<file path="src/rtl/anr_pkg.sv">
package anr_pkg;
  localparam int CW_W     = 16;
  localparam int ACK_POS  = 14;
  localparam int TECH_LSB = 5;
  localparam int N_TECH   = 4;

  typedef enum logic [1:0] {
    AN_ABIL = 2'd0,
    AN_ACK  = 2'd1,
    AN_LINK = 2'd2
  } an_state_e;
endpackage

</file>
<file path="src/rtl/anr_match_track.sv">
module anr_match_track #(
  parameter int W    = 16,
  parameter int NEED = 3,
  parameter logic [W-1:0] CMP_MASK = '1
) (
  input  logic         clk,
  input  logic         rst_n,
  input  logic         clear,
  input  logic         push,
  input  logic         qual,
  input  logic [W-1:0] word,
  output logic         hit
);
  localparam int CW = $clog2(NEED + 1);

  logic [W-1:0]  last_q;
  logic          have_q;
  logic [CW-1:0] cnt_q;
  logic [CW-1:0] cnt_nx;
  logic          same;

  assign same = have_q && ((word & CMP_MASK) == (last_q & CMP_MASK));

  always_comb begin
    if (same) cnt_nx = (cnt_q == CW'(NEED)) ? cnt_q : cnt_q + 1'b1;
    else      cnt_nx = CW'(1);
  end

  assign hit = push && qual && (cnt_nx == CW'(NEED));

  always_ff @(posedge clk) begin
    if (!rst_n || clear) begin
      last_q <= '0;
      have_q <= 1'b0;
      cnt_q  <= '0;
    end else if (push) begin
      if (!qual) begin
        have_q <= 1'b0;
        cnt_q  <= '0;
      end else begin
        last_q <= word;
        have_q <= 1'b1;
        cnt_q  <= cnt_nx;
      end
    end
  end

  AST_MATCH_BOUND: assert property (@(posedge clk) disable iff (!rst_n)
    cnt_q <= CW'(NEED));
  AST_UNQUAL_ZERO: assert property (@(posedge clk) disable iff (!rst_n)
    (push && !qual && !clear) |=> (cnt_q == '0));
endmodule

</file>
<file path="src/rtl/anr_prio_resolve.sv">
module anr_prio_resolve #(
  parameter int N = 4
) (
  input  logic [N-1:0] local_tech,
  input  logic [N-1:0] peer_tech,
  input  logic         no_full,
  output logic         found,
  output logic         sel_speed100,
  output logic         sel_full
);
  logic [N-1:0] common;
  logic [N-1:0] win;
  logic [N-1:0] full_m;
  logic [N-1:0] fast_m;

  genvar i;
  generate
    for (i = 0; i < N; i++) begin : g_tech
      assign full_m[i] = (i % 2) == 1;
      assign fast_m[i] = (i / 2) >= 1;
      assign common[i] = local_tech[i] && peer_tech[i] && !(no_full && full_m[i]);
      if (i == N - 1) begin : g_top
        assign win[i] = common[i];
      end else begin : g_low
        assign win[i] = common[i] && !(|common[N-1:i+1]);
      end
    end
  endgenerate

  assign found        = |common;
  assign sel_speed100 = |(win & fast_m);
  assign sel_full     = |(win & full_m);
endmodule

</file>
<file path="src/rtl/anr_fail_timer.sv">
module anr_fail_timer #(
  parameter int LIMIT = 512
) (
  input  logic clk,
  input  logic rst_n,
  input  logic clear,
  input  logic run,
  output logic expire
);
  localparam int TW = $clog2(LIMIT + 1);
  logic [TW-1:0] cnt_q;

  assign expire = run && (cnt_q == TW'(LIMIT - 1));

  always_ff @(posedge clk) begin
    if (!rst_n || clear) cnt_q <= '0;
    else if (run)        cnt_q <= cnt_q + 1'b1;
  end

  AST_TMR_BOUND: assert property (@(posedge clk) disable iff (!rst_n)
    cnt_q < TW'(LIMIT));
endmodule

</file>
<file path="src/rtl/anr_arbiter.sv">
module anr_arbiter
  import anr_pkg::*;
#(
  parameter int TIMEOUT_CYC = 512,
  parameter int MATCH_NEED  = 3
) (
  input  logic            clk,
  input  logic            rst_n,
  input  logic            cw_valid,
  output logic            cw_ready,
  input  logic [CW_W-1:0] cw_data,
  input  logic            idle10_det,
  input  logic            idle100_det,
  input  logic [CW_W-1:0] local_ability,
  input  logic            repeater_mode,
  input  logic            restart_req,
  input  logic            link_ok,
  output logic            an_done,
  output logic            an_fail,
  output logic            link_speed100,
  output logic            link_full,
  output logic [CW_W-1:0] partner_word
);
  localparam logic [CW_W-1:0] NO_ACK = ~(CW_W'(1) << ACK_POS);

  an_state_e       state_q;
  logic            done_q, fail_q, spd_q, fdx_q;
  logic [CW_W-1:0] pword_q;

  logic negot, ev_restart, ev_pd, ev_tmo, quiet, accept;
  logic push_a, push_b, clr_a, clr_b, hit_a, hit_b, tmr_clr;
  logic res_found, res_spd, res_fdx;

  assign negot      = (state_q != AN_LINK);
  assign cw_ready   = negot;
  assign ev_restart = restart_req || (!negot && !link_ok);
  assign ev_pd      = negot && (idle10_det || idle100_det);
  assign quiet      = !ev_restart && !ev_pd && !ev_tmo;
  assign accept     = cw_valid && cw_ready;
  assign push_a     = accept && (state_q == AN_ABIL) && quiet;
  assign push_b     = accept && (state_q == AN_ACK) && quiet;
  assign clr_a      = (state_q != AN_ABIL) || !quiet || hit_a;
  assign clr_b      = (state_q != AN_ACK) || !quiet || hit_b;
  assign tmr_clr    = !negot || ev_restart || ev_pd || ev_tmo || hit_b;

  anr_match_track #(.W(CW_W), .NEED(MATCH_NEED), .CMP_MASK(NO_ACK)) i_abil_track (
    .clk(clk), .rst_n(rst_n), .clear(clr_a), .push(push_a),
    .qual(1'b1), .word(cw_data), .hit(hit_a));

  anr_match_track #(.W(CW_W), .NEED(MATCH_NEED), .CMP_MASK('1)) i_ack_track (
    .clk(clk), .rst_n(rst_n), .clear(clr_b), .push(push_b),
    .qual(cw_data[ACK_POS]), .word(cw_data), .hit(hit_b));

  anr_fail_timer #(.LIMIT(TIMEOUT_CYC)) i_timer (
    .clk(clk), .rst_n(rst_n), .clear(tmr_clr), .run(negot), .expire(ev_tmo));

  anr_prio_resolve #(.N(N_TECH)) i_resolve (
    .local_tech(local_ability[TECH_LSB +: N_TECH]),
    .peer_tech(pword_q[TECH_LSB +: N_TECH]),
    .no_full(repeater_mode),
    .found(res_found), .sel_speed100(res_spd), .sel_full(res_fdx));

  always_ff @(posedge clk) begin
    if (!rst_n) begin
      state_q <= AN_ABIL;
      done_q  <= 1'b0;
      fail_q  <= 1'b0;
      spd_q   <= 1'b0;
      fdx_q   <= 1'b0;
      pword_q <= '0;
    end else if (ev_restart) begin
      state_q <= AN_ABIL;
      done_q  <= 1'b0;
      spd_q   <= 1'b0;
      fdx_q   <= 1'b0;
    end else if (ev_pd) begin
      state_q <= AN_LINK;
      done_q  <= 1'b1;
      fail_q  <= 1'b0;
      spd_q   <= idle100_det;
      fdx_q   <= 1'b0;
    end else if (ev_tmo) begin
      state_q <= AN_ABIL;
      fail_q  <= 1'b1;
    end else if (hit_a) begin
      pword_q <= cw_data;
      state_q <= AN_ACK;
    end else if (hit_b) begin
      if (res_found) begin
        state_q <= AN_LINK;
        done_q  <= 1'b1;
        fail_q  <= 1'b0;
        spd_q   <= res_spd;
        fdx_q   <= res_fdx;
      end else begin
        state_q <= AN_ABIL;
        fail_q  <= 1'b1;
      end
    end
  end

  assign an_done       = done_q;
  assign an_fail       = fail_q;
  assign link_speed100 = spd_q;
  assign link_full     = fdx_q;
  assign partner_word  = pword_q;

  AST_READY_STALL: assert property (@(posedge clk) disable iff (!rst_n)
    an_done |-> !cw_ready);
  AST_PWORD_FROZEN: assert property (@(posedge clk) disable iff (!rst_n)
    (an_done && $past(an_done)) |-> $stable(partner_word));
  AST_DONE_FAIL_EXCL: assert property (@(posedge clk) disable iff (!rst_n)
    !(an_done && an_fail));
  AST_RPTR_NO_FDX: assert property (@(posedge clk) disable iff (!rst_n)
    ($rose(an_done) && $past(repeater_mode)) |-> !link_full);
  AST_RESTART_DROP: assert property (@(posedge clk) disable iff (!rst_n)
    restart_req |=> !an_done);
  AST_PD_HALF: assert property (@(posedge clk) disable iff (!rst_n)
    ($rose(an_done) && $past(idle10_det || idle100_det)) |-> !link_full);
endmodule

</file>
<file path="config.mk">
export PLATFORM = sky130hd
export DESIGN_NAME = anr_arbiter
export DESIGN_NICKNAME = d
export VERILOG_FILES = /design/src/rtl/anr_pkg.sv /design/src/rtl/anr_match_track.sv /design/src/rtl/anr_prio_resolve.sv /design/src/rtl/anr_fail_timer.sv /design/src/rtl/anr_arbiter.sv
export SDC_FILE = /design/constraint.sdc
export NUM_CORES = 1
export LEC_CHECK = 0
export ABC_CLOCK_PERIOD_IN_PS = 3400
export CAP_MARGIN = 0
export CELL_PAD_IN_SITES_DETAIL_PLACEMENT = 1
export CELL_PAD_IN_SITES_GLOBAL_PLACEMENT = 2
export CORE_MARGIN = 1
export CORE_UTILIZATION = 38
export DETAILED_ROUTE_END_ITERATION = 7
export DONT_BUFFER_PORTS = 1
export PLACE_DENSITY_LB_ADDON = 0.15
export SLEW_MARGIN = 40
export SYNTH_ARGS = -nofsm -noshare
export SYNTH_HDL_FRONTEND = slang
export SYNTH_SLANG_ARGS = --single-unit
</file>
<file path="constraint.sdc">
create_clock -name clk -period 3.4 [get_ports clk]
set_input_delay 0.68 -clock clk [delete_from_list [all_inputs] [get_ports clk]]
set_output_delay 0.68 -clock clk [all_outputs]
set_load 0.02 [all_outputs]
</file>
==> run summary, run 1 <==
Number of placed I/O pins = 61
Ys flop type = dfxtp_1
Final Core Density = 44.02%
Share of layout cells above drive strength 1 = 8.046%
Setup Buffers After CTS = 0
Worst-Skew Late Latency = 0.33 ns
Max-cap viol count = 0
First-pass GRT wire length = 11.92 mm
Asr flop ratio synth = 0%
Final min period = 2.574 ns
DR pass1 iterations = 6
Avg WL per Cell = 16.29 µm
Final hold vios = 0
Chip width = 93.13 µm
Final net count = 385
Cells after Synth = 336
Placement Setup Slack = 0.5934 ns
Overall Global Routing Usage = 18.14%
Gpl congestion = 0.6973
Dpl cells = 435
Post-synthesis sequential area ratio = 43.77%
RSZ-0062 raised after global routing = no
Clock skew = 0.006515 ns
Multi-input logic area = 1692 µm²
Register area = 1381 µm²
EDFF count, synth = 0
Worst Tran Pin Value = 0.5508 ns
Worst Hold Depth = 1
Most common cell after layout, fill and taps aside = dfxtp_1
Worst setup EP type = flip-flop
Fillers = 923
Drt drc = 0
Antenna violations before repair = 0
Core area = 7888 µm²
Setup Viol. Count Final = 0
Vias/cell = 5.207
Maximum clock insertion buffer count = 2
Final WL = 7.332 mm
Syn Area/Cell = 9.391 µm²
Worst Path Required = 3.62 ns
Max Slew Vio Count = 0
Register-to-Register Path Depth = 8
Startpoint Class = flip-flop
Setup CP Type = flip-flop to flip-flop
# port buffers = 0
# rows = 32
Die height = 93.13 µm
P per Cell Area = 449.5 nW/µm²
Die Area = 8672 µm²
Leak = 0.001046 µW
Post-synth top area share = 43.77%
Worst hold margin = 0.4603 ns
ANT nets after route = 0
Area contributors post-synth = dfxtp_1 (44%), mux2i_1 (15%), xnor2_1 (7.2%), nor2_1 (6.4%), nor2b_1 (3.6%)
Starting Density = 40.01%
IR drop worst, VDD = 0.1422 mV
Diode count = 0
Final Instance Count excl. Fillers = 450
Status = completed
Detail Placement HPWL = 5.477 mm
Net Count, Synth = 377
Largest area contributor in the netlist = dfxtp_1
Max Fclk = 388.5 MHz
DRT iter0 DRCs = 26
Total CTS buffers = 9
Yosys reg bits = 69
PostCTS Resize Cnt = 0
Worst min path class = flip-flop to flip-flop
Largest net degree at the start of global routing = 23
Final Cycle Share = 75.71%
Vias in the first global route = 2,351
Min setup slack post-route = 0.8260 ns
Critical Path AT = 2.80 ns
Commonest non-fill, non-tap cells in the layout = dfxtp_1 (69), nor2_1 (54), mux2i_1 (48), xnor2_1 (26)
CTS hold repair buffers = 0
Synth Cell Area = 3156 µm²
CP Max Fanout = 13
Area delta synth->final = 10.03%
Synth warn = 0
Worst-path clk slew = 0.07 ns
Clock Sinks = 69
Setup TNS = 0 ns
Slew HR = 62.89%
CTS tree = built
Total gr overflow = 0
Synth cell types = 43
H-tree depth = 3
Routed via count = 2,343
Root Buffer = clkbuf_8
## state kept, by name (all words and copies together), names as in the netlist
signal               flops
an_done                  1
an_fail                  1
i_abil_track.cnt_q       2
i_abil_track.have_q      1
i_abil_track.last_q     15
i_ack_track.cnt_q        2
i_ack_track.have_q       1
i_ack_track.last_q      16
i_timer.cnt_q           10
link_full                1
link_speed100            1
partner_word            16
state_q                  2
## logic make-up (layout without fill, tap and decap cells)
logic type	Yosys count	count (layout)	synth area share (%)
DFF	69	69	43.77
xor gates and xnor gates	38	38	10.55
AOI/OAI and AO/OA	27	27	5.591
muxes	48	48	15.23
adders and majority gates	1	1	0.3964
buffers and inverters	17	29	2.696
and+or+nand+nor	136	136	21.77
## routing by layer
metal	routed length [µm]	part of all wire (%)	vias up	GRT usage [%]
met3	254	3.5	6	4.715
met5	0	0	-	0
met4	67	0.91	0	5.000
li1	-	-	1168	-
met2	3436	47	31	29.17
met1	3574	49	1138	23.96
## path summary, 6_finish.rpt
kind                            slack (ns)             start                endpoint
worst min-delay path                  0.46  i_timer.cnt_q[0]        i_timer.cnt_q[0]
worst max-delay path                  0.83  i_timer.cnt_q[0]  i_ack_track.last_q[11]
worst max register to register        0.83  i_timer.cnt_q[0]  i_ack_track.last_q[11]
worst min register to register        0.46  i_timer.cnt_q[0]        i_timer.cnt_q[0]
## power breakdown
group          total [µW]  internal, µW  switching (µW)
registers             819           813            6.19
logic                74.9          36.3            38.7
clock network         667           377             290
## through the flow
| step | power, µW | instance area, µm² |
|---|---|---|
| final | 1561 | 3472 |
| after global routing | 1635 | 3472 |
| after CTS | 1586 | 3472 |
| after detailed placement | 913.0 | 3279 |
| after global placement | 912.7 | 3279 |
| after floorplan | 897.5 | 3156 |
## worst max-delay path, cell delays in order (launching register included)
cell     delay (ns)
dfxtp_1        0.36
ha_1           0.20
inv_1          0.08
or4_4          0.54
o21ai_0        0.48
nor4_1         0.14
o21ai_1        0.29
buf_4          0.29
nor2_1         0.07
## synthesized netlist by cell type, drive strengths merged, types with 2 or more instances
master,n
a21oi,6
and3,4
dfxtp,69
nand3,12
nand4,8
nor2,54
nor2b,19
buf,8
o211ai,4
mux2i,48
nor4,8
a21o,2
xnor2,26
nor3,5
nand2,17
or4b,2
inv,7
xor2,12
clkbuf,2
o21ai,7
## layout make-up
type                            count  area share (%)
Clock inverter                      1          0.8649
Sequential cell                    69           39.78
Timing Repair Buffer                7           1.514
Inverter                            7          0.7568
Tap cell                          102           3.676
Clock buffer                       14           4.685
Multi-Input combinational cell    250           48.72
(Power assumes the default switching activity.)
==> run 2, diff against run 1 <==
--- a/config.mk
+++ b/config.mk
@@ -5,12 +5,12 @@
 export SDC_FILE = /design/constraint.sdc
 export NUM_CORES = 1
 export LEC_CHECK = 0
-export ABC_CLOCK_PERIOD_IN_PS = 3400
+export ABC_CLOCK_PERIOD_IN_PS = 2300
 export CAP_MARGIN = 0
 export CELL_PAD_IN_SITES_DETAIL_PLACEMENT = 1
 export CELL_PAD_IN_SITES_GLOBAL_PLACEMENT = 2
 export CORE_MARGIN = 1
-export CORE_UTILIZATION = 38
+export CORE_UTILIZATION = 34
 export DETAILED_ROUTE_END_ITERATION = 7
 export DONT_BUFFER_PORTS = 1
 export PLACE_DENSITY_LB_ADDON = 0.15
==> constraint.sdc (replaced) <==
create_clock -name clk -period 2.3 [get_ports clk]
set_input_delay 0.46 -clock clk [delete_from_list [all_inputs] [get_ports clk]]
set_output_delay 0.46 -clock clk [all_outputs]
set_load 0.02 [all_outputs]
==> run 2 against run 1 <==
  * The run now ends with design-rule violations left
  * Sequential power increased by 48%
  * Fmax is 17% higher
  * Total power rose by 58%
  * Critical endpoint is now link_speed100
  * Largest power group unchanged
  * Highest routed layer unchanged
==> run summary, run 2 (synthesized netlist as in run 1, its figures left out) <==
Status = finished, violations left
Failing checks = design-rule violations
Chip width = 98.34 µm
Final min period = 2.191 ns
Switch Pwr = 535.4 µW
Avg WL per Cell = 16.17 µm
Final Cycle Share = 95.26%
Hold endpoint = partner_word[15]
Worst-Skew Late Latency = 0.35 ns
# port buffers = 0
Clock Sinks = 69
Antenna violations before repair = 0
Root Buffer = clkbuf_8
Area delta synth->final = 17.76%
Commonest non-fill, non-tap cells in the layout = dfxtp_1 (67), nor2_1 (54), mux2i_1 (48), xnor2_1 (26), buf_4 (26)
Vias/cell = 5.096
RSZ-0062 raised after global routing = no
CTS tree = built
Routed via count = 2,436
Clk network pwr share = 45.8%
Largest net degree at the start of global routing = 23
PostCTS Resize Cnt = 0
Critical R2R Launch = i_timer.cnt_q[0]
Number of placed I/O pins = 61
Slew HR = 65.34%
Max Slew Vio Count = 0
H-tree depth = 3
Worst-path clk slew = 0.08 ns
# rows = 34
Sw frac = 21.68%
DRT iter0 DRCs = 47
Die height = 98.34 µm
Crit-path cells = ha_4 -> inv_1 -> or4_4 -> o21ba_4 -> and3_4 -> or4b_1 -> nand2_1
P per Cell Area = 664.7 nW/µm²
Register-to-Register Path Depth = 7
Final WL = 7.727 mm
Final hold vios = 0
Final Core Density = 42.00%
Die Area = 9670 µm²
Internal power = 1935 µW
Reg-to-reg setup timing slack = 0.11 ns
Hold_sp = rst_n
Gpl congestion = 0.7394
Fillers = 1,033
Setup Viol. Count Final = 0
Detail Placement HPWL = 5.684 mm
Total gr overflow = 0
Combinational power share = 5.3%
Startpoint Class = flip-flop
Worst Hold Depth = 1
Worst setup EP type = flip-flop
Most common cell after layout, fill and taps aside = dfxtp_1
Clock skew = 0.01018 ns
Worst min path class = input port to flip-flop
DR pass1 iterations = 5
Starting Density = 35.66%
Worst Path Required = 2.59 ns
Critical Path AT = 2.48 ns
CTS hold repair buffers = 0
Sequential power share = 49.0%
Worst Tran Pin Value = 0.5151 ns
Total CTS buffers = 9
Crit-path slowest cell = or4_4
FF-to-FF End = link_speed100
Vias in the first global route = 2,533
CP Max Fanout = 7
Leak = 0.001176 µW
Maximum clock insertion buffer count = 2
Setup CP Type = flip-flop to flip-flop
Max-cap viol count = 0
First-pass GRT wire length = 12.82 mm
Max Fclk = 456.4 MHz
ANT nets after route = 0
IR drop worst, VDD = 0.3288 mV
Core area = 8848 µm²
Final net count = 406
Diode count = 0
CP peak stage delay = 0.57 ns
Overall Global Routing Usage = 17.26%
Setup TNS = 0 ns
Share of layout cells above drive strength 1 = 15.14%
Drt drc = 2
## run 2: changes by cell type in the layout (fill, tap and decap cells not counted), sizes merged
cell	delta
clkinv	+2
buf	+21
clkbuf	-2
bufinv	+1
## run 2: power groups by stage
stage / clock network, µW / logic, µW / registers [µW]
after floorplan: 0 / 91.6 / 1240
after global placement: 0 / 128 / 1240
after detailed placement: 0 / 130 / 1240
after CTS: 1160 / 131 / 1210
after global routing: 1220 / 144 / 1210
final: 1130 / 130 / 1210
## run 2: critical path, delay by kind of cell, from the launching register on
| family | cells | cell delay, ns |
|---|---|---|
| buffers and inverters | 1 | 0.06 |
| AO/OA/AOI/OAI | 1 | 0.22 |
| adder cells (fa/ha/maj) | 1 | 0.15 |
| flip-flops | 1 | 0.37 |
| AND/OR/NAND/NOR | 4 | 1.35 |
## run 2: how the worst max path moves through the flow
stage | to | slack [ns] | startpoint
2_1_floorplan | link_speed100 | 0.02 | i_timer.cnt_q[1]
3_3_place_gp | link_full | 0.06 | cw_data[11]
3_5_place_dp | link_full | 0.01 | cw_data[11]
4_1_cts | link_speed100 | 0.10 | i_timer.cnt_q[0]
5_1_grt | link_speed100 | 0.03 | i_timer.cnt_q[1]
6_report | link_speed100 | 0.11 | i_timer.cnt_q[0]
## run 2: what timing repair did
item                       in CTS  in global routing
hold endpoints to repair        0                  0
buffers inserted                0                  1
setup endpoints to repair       0                 17
## run 2: routing by layer
layer	GRT usage, %	part of all wire (%)	up-vias
met1	23.21	51	1172
met3	4.868	4.3	7
li1	-	-	1217
met2	26.76	44	40
met5	0	0	-
met4	5.511	1.0	0
## run 2: stage by stage
step | setup WS [ns] | total power (µW) | area [µm²] | hold slack, ns | cells
after floorplan | 0.02319 | 1328 | 3181 | 0.4198 | 336
after global placement | 0.05657 | 1365 | 3483 | 0.4268 | 461
after detailed placement | 0.009569 | 1368 | 3483 | 0.4424 | 461
after CTS | 0.1000 | 2503 | 3709 | 0.2270 | 477
after global routing | 0.03293 | 2570 | 3716 | 0.2271 | 478
final | 0.1090 | 2470 | 3716 | 0.2461 | 478
## run 2: final cells by class
| type | count | area [µm²] | share of cell area [%] |
|---|---|---|---|
| multi-input cells | 250 | 1710 | 46.03 |
| flip-flops and latches | 69 | 1384 | 37.24 |
| repair buffers | 28 | 235.2 | 6.330 |
| clock buffers | 12 | 155.1 | 4.175 |
| well taps | 108 | 135.1 | 3.636 |
| clock inverters | 4 | 70.07 | 1.886 |
| inverters | 7 | 26.28 | 0.7071 |
